### config.mk
export PLATFORM = sky130hd
export DESIGN_NAME = amp_ctrl_i2c_target
export DESIGN_NICKNAME = d
export VERILOG_FILES = /design/src/rtl/amp_i2c_pkg.sv /design/src/rtl/i2c_line_sync.sv /design/src/rtl/i2c_frame_rx.sv /design/src/rtl/amp_ctrl_reg.sv /design/src/rtl/amp_ctrl_i2c_target.sv
export SDC_FILE = /design/constraint.sdc
export NUM_CORES = 1
export LEC_CHECK = 0
export BUFFER_PORTS_ARGS = -buffer_cell sky130_fd_sc_hd__buf_2
export CELL_PAD_IN_SITES_DETAIL_PLACEMENT = 0
export CELL_PAD_IN_SITES_GLOBAL_PLACEMENT = 1
export CORE_MARGIN = 1
export CORE_UTILIZATION = 47
export DETAILED_ROUTE_END_ITERATION = 7
export GPL_TIMING_DRIVEN = 0
export HOLD_SLACK_MARGIN = 0.08
export PLACE_DENSITY = 0.81
export SLEW_MARGIN = 15
export SYNTH_ARGS = -nofsm -noshare
export SYNTH_HDL_FRONTEND = slang
export SYNTH_SLANG_ARGS = --single-unit
### constraint.sdc
create_clock -name clk -period 2.8 [get_ports clk]
set_clock_uncertainty 0.1 [all_clocks]
set_input_delay 0.56 -clock clk [delete_from_list [all_inputs] [get_ports clk]]
set_output_delay 0.56 -clock clk [all_outputs]
set_load 0.005 [all_outputs]
### src/rtl/amp_i2c_pkg.sv
package amp_i2c_pkg;
  typedef enum logic [2:0] {
    ST_IDLE,
    ST_ADDR,
    ST_ADDR_ACK,
    ST_DATA,
    ST_DATA_ACK,
    ST_IGNORE
  } rx_state_e;
endpackage

### src/rtl/i2c_line_sync.sv
module i2c_line_sync #(
  parameter int STAGES = 2,
  parameter int LINES  = 2
) (
  input  logic             clk,
  input  logic             rst_n,
  input  logic [LINES-1:0] raw_i,
  output logic [LINES-1:0] level_o,
  output logic [LINES-1:0] rise_o,
  output logic [LINES-1:0] fall_o
);
  localparam int LAST = STAGES - 1;

  for (genvar g = 0; g < LINES; g++) begin : g_line
    logic [STAGES-1:0] chain;
    logic              prev;

    always_ff @(posedge clk or negedge rst_n) begin
      if (!rst_n) begin
        chain <= '1;
        prev  <= 1'b1;
      end else begin
        chain <= {chain[STAGES-2:0], raw_i[g]};
        prev  <= chain[LAST];
      end
    end

    assign level_o[g] = chain[LAST];
    assign rise_o[g]  = chain[LAST] & ~prev;
    assign fall_o[g]  = ~chain[LAST] & prev;
  end
endmodule

### src/rtl/i2c_frame_rx.sv
module i2c_frame_rx
  import amp_i2c_pkg::*;
#(
  parameter int          BYTE_W   = 8,
  parameter logic [7:0]  DEV_ADDR = 8'hEC
) (
  input  logic              clk,
  input  logic              rst_n,
  input  logic              scl_lvl_i,
  input  logic              sda_lvl_i,
  input  logic              scl_rise_i,
  input  logic              scl_fall_i,
  input  logic              sda_rise_i,
  input  logic              sda_fall_i,
  output logic              sda_pull_o,
  output logic              load_o,
  output logic [BYTE_W-1:0] byte_o
);
  localparam int CNT_W = $clog2(BYTE_W + 1);
  localparam logic [CNT_W-1:0] FULL = CNT_W'(BYTE_W);

  rx_state_e         state;
  logic [CNT_W-1:0]  cnt;
  logic [BYTE_W-1:0] shreg;
  logic              start_c, stop_c;

  assign start_c = sda_fall_i & scl_lvl_i;
  assign stop_c  = sda_rise_i & scl_lvl_i;
  assign byte_o  = shreg;

  always_ff @(posedge clk or negedge rst_n) begin
    if (!rst_n) begin
      state      <= ST_IDLE;
      cnt        <= '0;
      shreg      <= '0;
      sda_pull_o <= 1'b0;
      load_o     <= 1'b0;
    end else begin
      load_o <= 1'b0;
      if (start_c) begin
        state      <= ST_ADDR;
        cnt        <= '0;
        sda_pull_o <= 1'b0;
      end else if (stop_c) begin
        state      <= ST_IDLE;
        cnt        <= '0;
        sda_pull_o <= 1'b0;
      end else begin
        case (state)
          ST_ADDR, ST_DATA: begin
            if (scl_rise_i && cnt != FULL) begin
              shreg <= {shreg[BYTE_W-2:0], sda_lvl_i};
              cnt   <= cnt + CNT_W'(1);
            end else if (scl_fall_i && cnt == FULL) begin
              cnt <= '0;
              if (state == ST_ADDR) begin
                if (shreg == DEV_ADDR) begin
                  sda_pull_o <= 1'b1;
                  state      <= ST_ADDR_ACK;
                end else begin
                  state <= ST_IGNORE;
                end
              end else begin
                sda_pull_o <= 1'b1;
                load_o     <= 1'b1;
                state      <= ST_DATA_ACK;
              end
            end
          end
          ST_ADDR_ACK, ST_DATA_ACK: begin
            if (scl_fall_i) begin
              sda_pull_o <= 1'b0;
              state      <= ST_DATA;
            end
          end
          default: ;
        endcase
      end
    end
  end

  // acknowledge pull begins only on an SCL falling edge
  a_r2_pull_on_fall: assert property (@(posedge clk) disable iff (!rst_n)
    $rose(sda_pull_o) |-> $past(scl_fall_i));
  // pull released only at SCL fall or a bus condition
  a_r10_release_on_fall: assert property (@(posedge clk) disable iff (!rst_n)
    $fell(sda_pull_o) |-> $past(scl_fall_i | start_c | stop_c));
  // a rejected transfer never drives the line
  a_r3_silent_ignore: assert property (@(posedge clk) disable iff (!rst_n)
    (state == ST_IGNORE) |-> !sda_pull_o);
  // START restarts address reception from bit zero
  a_r8_start_restart: assert property (@(posedge clk) disable iff (!rst_n)
    start_c |=> (state == ST_ADDR && cnt == '0));
  // STOP returns to idle
  a_r9_stop_idle: assert property (@(posedge clk) disable iff (!rst_n)
    (stop_c && !start_c) |=> (state == ST_IDLE && !sda_pull_o));
  // every loaded byte is acknowledged
  a_r4_load_acked: assert property (@(posedge clk) disable iff (!rst_n)
    load_o |-> sda_pull_o);
endmodule

### src/rtl/amp_ctrl_reg.sv
module amp_ctrl_reg #(
  parameter int BYTE_W = 8,
  parameter int VOL_W  = 5
) (
  input  logic              clk,
  input  logic              rst_n,
  input  logic              load_i,
  input  logic [BYTE_W-1:0] din_i,
  output logic [VOL_W-1:0]  volume_o,
  output logic              mute_o,
  output logic              left_en_o,
  output logic              right_en_o,
  output logic              shutdown_o
);
  localparam int VOL_LSB  = BYTE_W - VOL_W;
  localparam int MUTE_BIT = 2;
  localparam int LEFT_BIT = 1;
  localparam int RGHT_BIT = 0;

  logic [BYTE_W-1:0] ctrl_q;

  always_ff @(posedge clk or negedge rst_n) begin
    if (!rst_n) ctrl_q <= '0;
    else if (load_i) ctrl_q <= din_i;
  end

  assign volume_o   = ctrl_q[BYTE_W-1:VOL_LSB];
  assign mute_o     = ctrl_q[MUTE_BIT];
  assign left_en_o  = ctrl_q[LEFT_BIT];
  assign right_en_o = ctrl_q[RGHT_BIT];
  assign shutdown_o = ~(ctrl_q[LEFT_BIT] | ctrl_q[RGHT_BIT]);

  // the word holds between loads
  a_r5_hold: assert property (@(posedge clk) disable iff (!rst_n)
    !load_i |=> $stable(ctrl_q));
  // shutdown changes only as a result of a load
  a_r7_shutdown_on_load: assert property (@(posedge clk) disable iff (!rst_n)
    !$stable(shutdown_o) |-> $past(load_i));
endmodule

### src/rtl/amp_ctrl_i2c_target.sv
module amp_ctrl_i2c_target #(
  parameter logic [7:0] DEV_ADDR    = 8'hEC,
  parameter int         SYNC_STAGES = 2,
  parameter int         BYTE_W      = 8,
  parameter int         VOL_W       = 5
) (
  input  logic             clk,
  input  logic             rst_n,
  input  logic             scl_i,
  input  logic             sda_i,
  output logic             sda_pull_o,
  output logic [VOL_W-1:0] volume_o,
  output logic             mute_o,
  output logic             left_en_o,
  output logic             right_en_o,
  output logic             shutdown_o
);
  localparam int SCL_IX = 1;
  localparam int SDA_IX = 0;

  logic [1:0]        lvl, rise, fall;
  logic              load;
  logic [BYTE_W-1:0] rx_byte;

  i2c_line_sync #(.STAGES(SYNC_STAGES), .LINES(2)) u_sync (
    .clk     (clk),
    .rst_n   (rst_n),
    .raw_i   ({scl_i, sda_i}),
    .level_o (lvl),
    .rise_o  (rise),
    .fall_o  (fall)
  );

  i2c_frame_rx #(.BYTE_W(BYTE_W), .DEV_ADDR(DEV_ADDR)) u_rx (
    .clk        (clk),
    .rst_n      (rst_n),
    .scl_lvl_i  (lvl[SCL_IX]),
    .sda_lvl_i  (lvl[SDA_IX]),
    .scl_rise_i (rise[SCL_IX]),
    .scl_fall_i (fall[SCL_IX]),
    .sda_rise_i (rise[SDA_IX]),
    .sda_fall_i (fall[SDA_IX]),
    .sda_pull_o (sda_pull_o),
    .load_o     (load),
    .byte_o     (rx_byte)
  );

  amp_ctrl_reg #(.BYTE_W(BYTE_W), .VOL_W(VOL_W)) u_reg (
    .clk        (clk),
    .rst_n      (rst_n),
    .load_i     (load),
    .din_i      (rx_byte),
    .volume_o   (volume_o),
    .mute_o     (mute_o),
    .left_en_o  (left_en_o),
    .right_en_o (right_en_o),
    .shutdown_o (shutdown_o)
  );

  // out of reset the amplifier sits in shutdown with the line released
  a_r1_reset_state: assert property (@(posedge clk)
    $rose(rst_n) |-> (shutdown_o && !sda_pull_o && volume_o == '0));
endmodule

# --- Yosys cells after proc, flatten, opt, wreduce, memory -nomap -nowiden ---
# Cells that the tools add are included.
op_classes:
  addsub: 1
  n_eq_ne: 11
  mux: 27
  bitwise: 14
  reduce_logical: 11
ops:
  columns: ["op", "n"]
  rows:
  - ["two-way mux 3 bit", 7]
  - ["two-way mux 4 bit", 5]
  - ["two-way mux 1 bit", 13]
  - ["== test 8 bit (second input constant)", 1]
  - ["!= test 4 x 1 -> 1 bit (second input constant)", 2]
  - ["AND reduction 4 bit", 2]
  - ["nonzero test 4 bit", 2]
  - ["NOT 1 bit", 7]
  - ["AND 1 bit", 6]
  - ["== test 3 x 2 -> 1 bit (second input constant)", 2]
  - ["case mux 3 bit (2 select lines)", 1]
  - ["!= test 5 x 3 -> 1 bit (second input constant)", 1]
  - ["AND reduction 5 bit", 1]
  - ["adder 4 x 1 -> 4 bit (second input constant)", 1]
  - ["== test 4 bit (second input constant)", 1]
  - ["!= test 4 x 2 -> 1 bit (second input constant)", 1]
  - ["!= test 4 bit (second input constant)", 1]
  - ["OR reduction 2 bit", 2]
  - ["== test 3 x 1 -> 1 bit (second input constant)", 1]
  - ["== test 3 bit (second input constant)", 1]
  - ["nonzero test 3 bit", 1]
  - ["logical AND 1 bit", 2]
  - ["case mux 1 bit (2 select lines)", 1]
  - ["AND reduction 2 bit", 1]
  - ["bitwise OR 1 bit", 1]
word_totals:
  ff_bits: 31
  in_bits: 4
  output_inout_bits: 10
  word_cells: 74

# --- Depth between registers and ports, before layout ---
# Gate-level depths: netlist of run 1.
depth:
  word_depth: 8
  depth_mapped: 7
  depth_no_buf: 6

# --- Hierarchy ---
# From an unflattened synthesis of run 1, not the netlist that was laid out.
unflattened:
  hier_cells: 118
  area_unflattened_um2: 1486.4
modules_own_cells:
  columns: ["mod", "instances", "cells_each", "area_per_inst_um2", "seq_area_each_um2"]
  rows:
  - ["i2c_frame_rx", 1, 88, 943.4, 425.4]
  - ["amp_ctrl_reg", 1, 18, 335.3, 200.2]
  - ["i2c_line_sync", 1, 12, 207.7, 157.7]

# --- Least setup slack after synthesis of run 1 ---
# No wires, ideal clock.
synth_timing:
  path_kind: "register to register"
  start: "reg u_rx.cnt[0]"
  end: "reg u_rx.shreg[0] (netlist: u_rx.byte_o[0])"
  arrival_time_ns: 1.922
  required_time_ns: 2.575
  setup_slack_ns: 0.653
  path_stages_with_launch: 8
  path_buffers: 1
  synth_period_minus_slack_ns: 2.147
  path_cell_list: "dfrtp_1 > inv_1 > ha_1 > and3b_4 > or4b_4 > buf_6 > nor2_8 > mux2_4"
synth_between:
  elab_chain_cells: 3
synth_lines:
  columns: ["element", "line", "source"]
  rows:
  - ["from (decl)", "i2c_frame_rx.sv:23", "logic [CNT_W-1:0] cnt;"]
  - ["from (signal assigned)", "i2c_frame_rx.sv:53", "cnt <= cnt + CNT_W'(1);"]
  - ["!= test 4 bit", "i2c_frame_rx.sv:51", "if (scl_rise_i && cnt != FULL) begin"]
  - ["logical AND 1 bit", "i2c_frame_rx.sv:51", null]
  - ["AND reduction 4 bit (no line)", null, null]
  - ["to (signal assigned)", "i2c_frame_rx.sv:52", "shreg <= {shreg[BYTE_W-2:0], sda_lvl_i};"]
  - ["to (decl)", "i2c_frame_rx.sv:24", "logic [BYTE_W-1:0] shreg;"]
# Every way passes these cells.
# A chain may end at the register's enable or synchronous reset.

# --- Final worst setup path of run 1 ---
# Ends and elaborated chain as after synthesis.

==> impl_results.md, run 1 <==
* Max Clk Rate at between 0.4 and 0.5 GHz
* Max-Cap Viols at 0
* Max_slew headroom at 0.546
* Initial core utilization at 0.511
* Die Wd at 57.5 um
* Post-Route Setup TNS at 0 ns
* Worst R2R Setup Slack at around 0.53 ns
* Placed cell count at around 150
* Worst setup SP type: flip-flop
* Hold Path Class: input port to async pin
* Synth area leader: dfrtp_1
* Grt ovf at 0
* Flops & latches, synth at 31
* CTS Buf Count at 5
* Tcrit/Tclk final at 0.811
* Data arrival, critical path at around 2.4 ns
* P per Cell Area at 587 mW/mm2
* Worst-path cell chain: inv_1, ha_1, and3b_4, or4b_4, buf_6, nor2_8, mux2_4
* CP startpoint: u_rx.cnt[0]$_DFFE_PN0P_
* Switching Fraction at 0.279
* Pre-antenna DRT Iters at 4
* Clock Latency Late Sink at about 0.33 ns
* Die Y-Extent at 57.5 um
* Hold_buf cts at 0
* Top-area cell type share of the netlist area at 0.433
* WP data required at roughly 2.9 ns
* Number of synthesized flops with an enable pin at 0
* Distinct cells, synth at 38
* Detailed Route WL at roughly 2400 um
* Max H-tree Level at 2
* GRT Total Usage at 0.170
* Most frequent cells in the layout: 25 x dfrtp_1, 13 x buf_2, 9 x mux2_2
* Seq/Total Area, Yosys at 0.542
* Ant diodes at 0
* Worst slew pin tran at 0.681 ns
* Clock Tree Buf Depth at 2
* Top FF cell, synth: dfrtp_1
* Initial antenna violation count at 0
* I/O Pins at 14
* Port Buffer Count at 13
* Critical Path End: u_rx.byte_o[0]$_DFFE_PN0P_
* Via count at 898
* RSZ-0062 raised after global routing: no
* CTS resizes at 0
* Final #Nets at around 130
* Global-route wire length before repair at 4020 um
* CTS clock-pin slew for the worst setup and hold paths at around 0.10 ns
* Net Switching at around 0.26 mW
* VDD IR max at about 0.0003 V
* Clock sink total at 31
* FF-to-FF Start: u_rx.cnt[0]$_DFFE_PN0P_
* Combinational power share at 0.168
* Wire per inst at 15.1 um
* Core Box Area at roughly 0.0028 mm2
* Post-route antenna net violation count at 0
* P_leak at ~0.80 nW
* Clk pwr share at 0.255
* GP Congestion at 0.733
* Slew Viols, Final at 0
* Vias per cell at ~5.6
* Number of remaining DRC errors at 0
* Initial DRC Count at 31
* Flop pwr share at 0.578
* FP Rows at 19
* Clock Tree Root: clkbuf_4
* Power Internal at between 0.6 and 0.7 mW
* Layout area overhead at 10.6%
* Post-Syn Area at between 0.001 and 0.0015 mm2
* FF-to-FF End: u_rx.byte_o[0]$_DFFE_PN0P_
* CP top delay family: simple AND/OR/NAND/NOR gates
* Ratio of cells with drive above 1 in the final layout at 0.383
* Die ar. at around 0.0033 mm2
* CP max stage cell: or4b_4
* Peak fanout along the critical path at 10
* Ys Warns at 0
* Critical Path Max Stage Delay at about 0.5 ns
* WP buf/inv at 2
* Cells taking the most area after synthesis: dfrtp_1 43%, dfstp_2 11%, mux2_4 8.3%, mux2_2 7.0%, ha_1 1.7%
* CP endpoint kind: flip-flop
* Synth Instances at 107
* Final setup fails at 0
* Cell Count, Final, Fillers Out at between 150 and 200
* Post-CTS Setup Bufs at 0
* Reg2Reg Depth at 7
* Syn Nets at ~110
* Stages on the worst setup path at 7
* Hpwl dp at approximately 1600 um
* Endpoints failing hold at 0
* Commonest non-fill, non-tap cell in the layout: dfrtp_1
* CTS tree: done
* Synth Area per Inst at ~14 um2
* Ys async rst share at 1.00
* Min Tclk post-route at between 2 and 2.5 ns
* Outcome: finished, final reports clean
* WS Path Type: flip-flop to flip-flop
* Largest net degree at the start of global routing at 32
* Vias in the first global route at a little under 900
[power by group through the flow]
stage / sequential [mW] / clock, mW / combinational (mW)
floorplan: 0.535 / 0 / 0.131
global placement: 0.549 / 0 / 0.157
detailed placement: 0.551 / 0 / 0.161
CTS: 0.543 / 0.253 / 0.160
global route: 0.552 / 0.272 / 0.172
finish: 0.542 / 0.239 / 0.157
[how the worst min path moves through the flow]
stage	start	to	slack, ns	cells past startpoint
5_1_grt	sda_i	u_sync.g_line[0].chain[0]$_DFF_PN1_	0.19	1
6_report	rst_n	u_rx.byte_o[6]$_DFFE_PN0P_	0.16	1
2_1_floorplan	rst_n	u_reg.ctrl_q[0]$_DFFE_PN0P_	0.16	0
3_3_place_gp	u_sync.g_line[1].chain[0]$_DFF_PN1_	u_sync.g_line[1].chain[1]$_DFF_PN1_	0.25	0
3_5_place_dp	u_sync.g_line[1].chain[0]$_DFF_PN1_	u_sync.g_line[1].chain[1]$_DFF_PN1_	0.25	0
4_1_cts	rst_n	u_rx.cnt[2]$_DFFE_PN0P_	0.18	1
[synthesized netlist by cell type (2+ instances only)]
| library cell | number |
|---|---|
| ha_1 | 2 |
| inv_1 | 5 |
| dfstp_2 | 6 |
| nor2_1 | 4 |
| mux2_2 | 9 |
| nand3_1 | 2 |
| mux2_4 | 8 |
| a211o_1 | 2 |
| nor4bb_1 | 2 |
| xor2_1 | 2 |
| a21oi_1 | 2 |
| nand2_1 | 4 |
| o21ai_0 | 2 |
| and2_1 | 2 |
| o221a_2 | 2 |
| mux2i_1 | 2 |
| a22o_1 | 2 |
| dfrtp_1 | 25 |
| nor2b_1 | 4 |
| clkbuf_1 | 2 |
[worst reg2reg max path, delay by kind of cell (launching register included)]
family,cells,cell delay [ns]
fa+ha+maj,1,0.19
simple gates,3,0.93
flops,1,0.41
mux,1,0.33
buf+inv,2,0.21
[layer usage]
layer | up-vias | global-route usage | part of all wire
li1 | 429 | - | -
met1 | 450 | 0.211 | 0.48
met2 | 17 | 0.252 | 0.47
met3 | 2 | 0.0748 | 0.040
met4 | 0 | 0.0836 | 0.0063
met5 | - | 0 | 0
[registers in the layout, indices dropped and copies added, names as in the netlist]
name / cells
u_reg.ctrl_q: 8
u_rx.byte_o: 8
u_rx.cnt: 4
u_rx.load_o: 1
u_rx.sda_pull_o: 1
u_rx.state: 3
u_sync.g_line.chain: 4
u_sync.g_line.prev: 2
[final cells by class]
| cell class | count | area [um2] |
|---|---|---|
| sequential | 31 | 783 |
| tap | 31 | 38.8 |
| clock inverter | 1 | 5.00 |
| fill | 227 | 1230 |
| clock buffer | 7 | 45.0 |
| timing repair buffer | 13 | 65.1 |
| inverter | 5 | 18.8 |
| multi-input combinational | 68 | 624 |
| buffer | 3 | 18.8 |
[metrics by stage]
stage          power (mW)  utilization  hold slack, ns  setup slack, ns  instance area (um2)
2_1_floorplan       0.666            -           0.164            0.653                 1450
3_3_place_gp        0.706        0.548           0.247            0.544                 1550
3_5_place_dp        0.712        0.548           0.249            0.542                 1550
4_1_cts             0.957        0.565           0.176            0.530                 1600
5_1_grt             0.995        0.565           0.192            0.448                 1600
6_report            0.939        0.565           0.164            0.528                 1600
[logic make-up after synthesis]
group                      synth area share
muxes                                 0.167
AOI/OAI and AO/OA                     0.105
adders and majority gates            0.0173
buffers and inverters                0.0260
DFF                                   0.542
and+or+nand+nor                       0.131
xor gates and xnor gates             0.0121
Note: power is estimated with default switching activity, not from simulation.
==> run 2, diff against run 1 <==
==> constraint.sdc (replaced) <==
create_clock -name clk -period 2.2 [get_ports clk]
set_clock_uncertainty 0.1 [all_clocks]
set_input_delay 0.44 -clock clk [delete_from_list [all_inputs] [get_ports clk]]
set_output_delay 0.44 -clock clk [all_outputs]
set_load 0.005 [all_outputs]
==> run 2 against run 1 <==
Sequential share of layout area fell by 3.0 points; die area stayed put; count of clock-buffer cells in the layout did not move; fmax increased by 6.4%; sequential power grew 27%; flip-flop and latch count unchanged; cell area increased by 6.6%; hold slack better by 0.096 ns; critical path type unchanged.
==> impl_results.md, run 2 (synthesized netlist as in run 1, its figures left out) <==
* Grt ovf at 0
* CTS Buf Count at 5
* CP max stage cell: or4b_4
* Post-Route Setup TNS at 0 ns
* CTS tree: done
* Initial DRC Count at 28
* Hpwl dp at 1620 um
* Pre-antenna DRT Iters at 4
* RSZ-0062 raised after global routing: no
* Max H-tree Level at 2
* Worst slew pin tran at slightly below 0.7 ns
* Min Hold Slack at around 0.26 ns
* Peak fanout along the critical path at 5
* CTS clock-pin slew for the worst setup and hold paths at around 0.1 ns
* Layout area overhead at 17.9%
* Die Wd at around 57 um
* Clock Tree Buf Depth at 2
* Worst setup SP type: flip-flop
* WP data required at between 2 and 2.5 ns
* Initial antenna violation count at 0
* Die Y-Extent at 57.5 um
* P_leak at between 0.8 and 0.9 nW
* CP endpoint kind: flip-flop
* GP Congestion at ~0.73
* Port Buffer Count at 13
* GRT Total Usage at 0.181
* Worst R2R Setup Slack at about 0.065 ns
* WS Path Type: flip-flop to flip-flop
* Global-route wire length before repair at 4260 um
* Largest net degree at the start of global routing at 32
* Tot Pwr at 1.23 mW
* Via count at roughly 950
* Worst-path cell chain: inv_1, ha_2, and3b_4, or4b_4, nor2_8, buf_12, mux2_4
* Ant diodes at 0
* Vias per cell at 5.60
* P per Cell Area at 724 mW/mm2
* Number of remaining DRC errors at 0
* Ratio of cells with drive above 1 in the final layout at 0.417
* I/O Pins at 14
* Worst setup margin at 0.0649 ns
* Hold Path Class: flip-flop to flip-flop
* Slew Viols, Final at 0
* Min Tclk post-route at between 2 and 2.5 ns
* Clock sink total at 31
* FP Rows at 19
* VDD IR max at between 0.0003 and 0.0004 V
* WP buf/inv at 2
* Most frequent cells in the layout: 25 x dfrtp_1, 13 x buf_2, 9 x mux2_2
* Commonest non-fill, non-tap cell in the layout: dfrtp_1
* Endpoints failing hold at 0
* Outcome: finished, final reports clean
* Clock Tree Root: clkbuf_4
* Initial core utilization at 0.511
* Tcrit/Tclk final at 0.971
* Max-Cap Viols at 0
* Final #Nets at 144
* Clock Latency Late Sink at 0.33 ns
* CP top delay family: simple AND/OR/NAND/NOR gates
* Data arrival, critical path at between 2 and 2.5 ns
* Max Clk Rate at 0.468 GHz
* Final setup fails at 0
* Core Box Area at between 0.002 and 0.003 mm2
* Wire per inst at ~15 um
* Detailed Route WL at 2560 um
* Fill cells at about 230
* Max_slew headroom at 0.544
* Worst slack at placement at -0.0576 ns
* Post-route antenna net violation count at 0
* Die ar. at around 0.0033 mm2
* Vias in the first global route at ~900
* Critical Path Max Stage Delay at ~0.59 ns
-- run 2: changes by cell type in the layout (fill, tap and decap cells not counted) --
cell / delta
dlygate4sd3_1: +3
ha_1: -1
buf_12: +1
buf_4: +7
ha_2: +1
-- run 2: final cells by class --
type                            instances  area, um2  area share
Timing Repair Buffer                   25        179       0.105
Buffer                                  2       7.51     0.00441
Sequential cell                        31        783       0.460
Clock inverter                          1       5.00     0.00294
Inverter                                5       18.8      0.0110
Multi-Input combinational cell         68        627       0.368
Clock buffer                            7       45.0      0.0264
Tap cell                               31       38.8      0.0228
-- run 2: path summary, 6_finish.rpt --
| check | from | end | cells past startpoint |
|---|---|---|---|
| worst max-delay path | u_rx.cnt[1]$_DFFE_PN0P_ | u_rx.byte_o[0]$_DFFE_PN0P_ | 7 |
| worst min-delay path | u_sync.g_line[1].chain[0]$_DFF_PN1_ | u_sync.g_line[1].chain[1]$_DFF_PN1_ | 0 |
| worst max register to register | u_rx.cnt[1]$_DFFE_PN0P_ | u_rx.byte_o[0]$_DFFE_PN0P_ | 7 |
| worst min register to register | u_sync.g_line[1].chain[0]$_DFF_PN1_ | u_sync.g_line[1].chain[1]$_DFF_PN1_ | 0 |
| max in group asynchronous | rst_n | u_rx.byte_o[0]$_DFFE_PN0P_ | 2 |
| min in group asynchronous | rst_n | u_rx.byte_o[6]$_DFFE_PN0P_ | 2 |
-- run 2: report_power, final --
group / internal, mW / leakage, nW / total, mW / switching [mW]
registers: 0.628 / 0.406 / 0.688 / 0.0603
logic: 0.137 / 0.417 / 0.241 / 0.104
clock network: 0.124 / 0.0293 / 0.304 / 0.180
-- run 2: per-stage QoR --
stage | std cells | util | area (um2)
after floorplan | 107 | - | 1450
after global routing | 170 | 0.602 | 1700
after CTS | 164 | 0.584 | 1650
after detailed placement | 151 | 0.548 | 1550
after global placement | 151 | 0.548 | 1550
final | 170 | 0.602 | 1700
-- run 2: metal layers --
layer / track usage / wire, um / vias up
met1: 0.228 / 1200 / 483
li1: - / - / 452
met3: 0.0748 / 95 / 2
met2: 0.272 / 1250 / 15
met4: 0.0836 / 15 / 0
met5: 0 / 0 / -
-- run 2: what timing repair did --
action	CTS	global route
endpoints found under the hold margin	25	2
setup endpoints to repair	8	8
gates resized for setup	2	1
buffers inserted	5	4
hold buffers	1	2
pin swaps	1	2
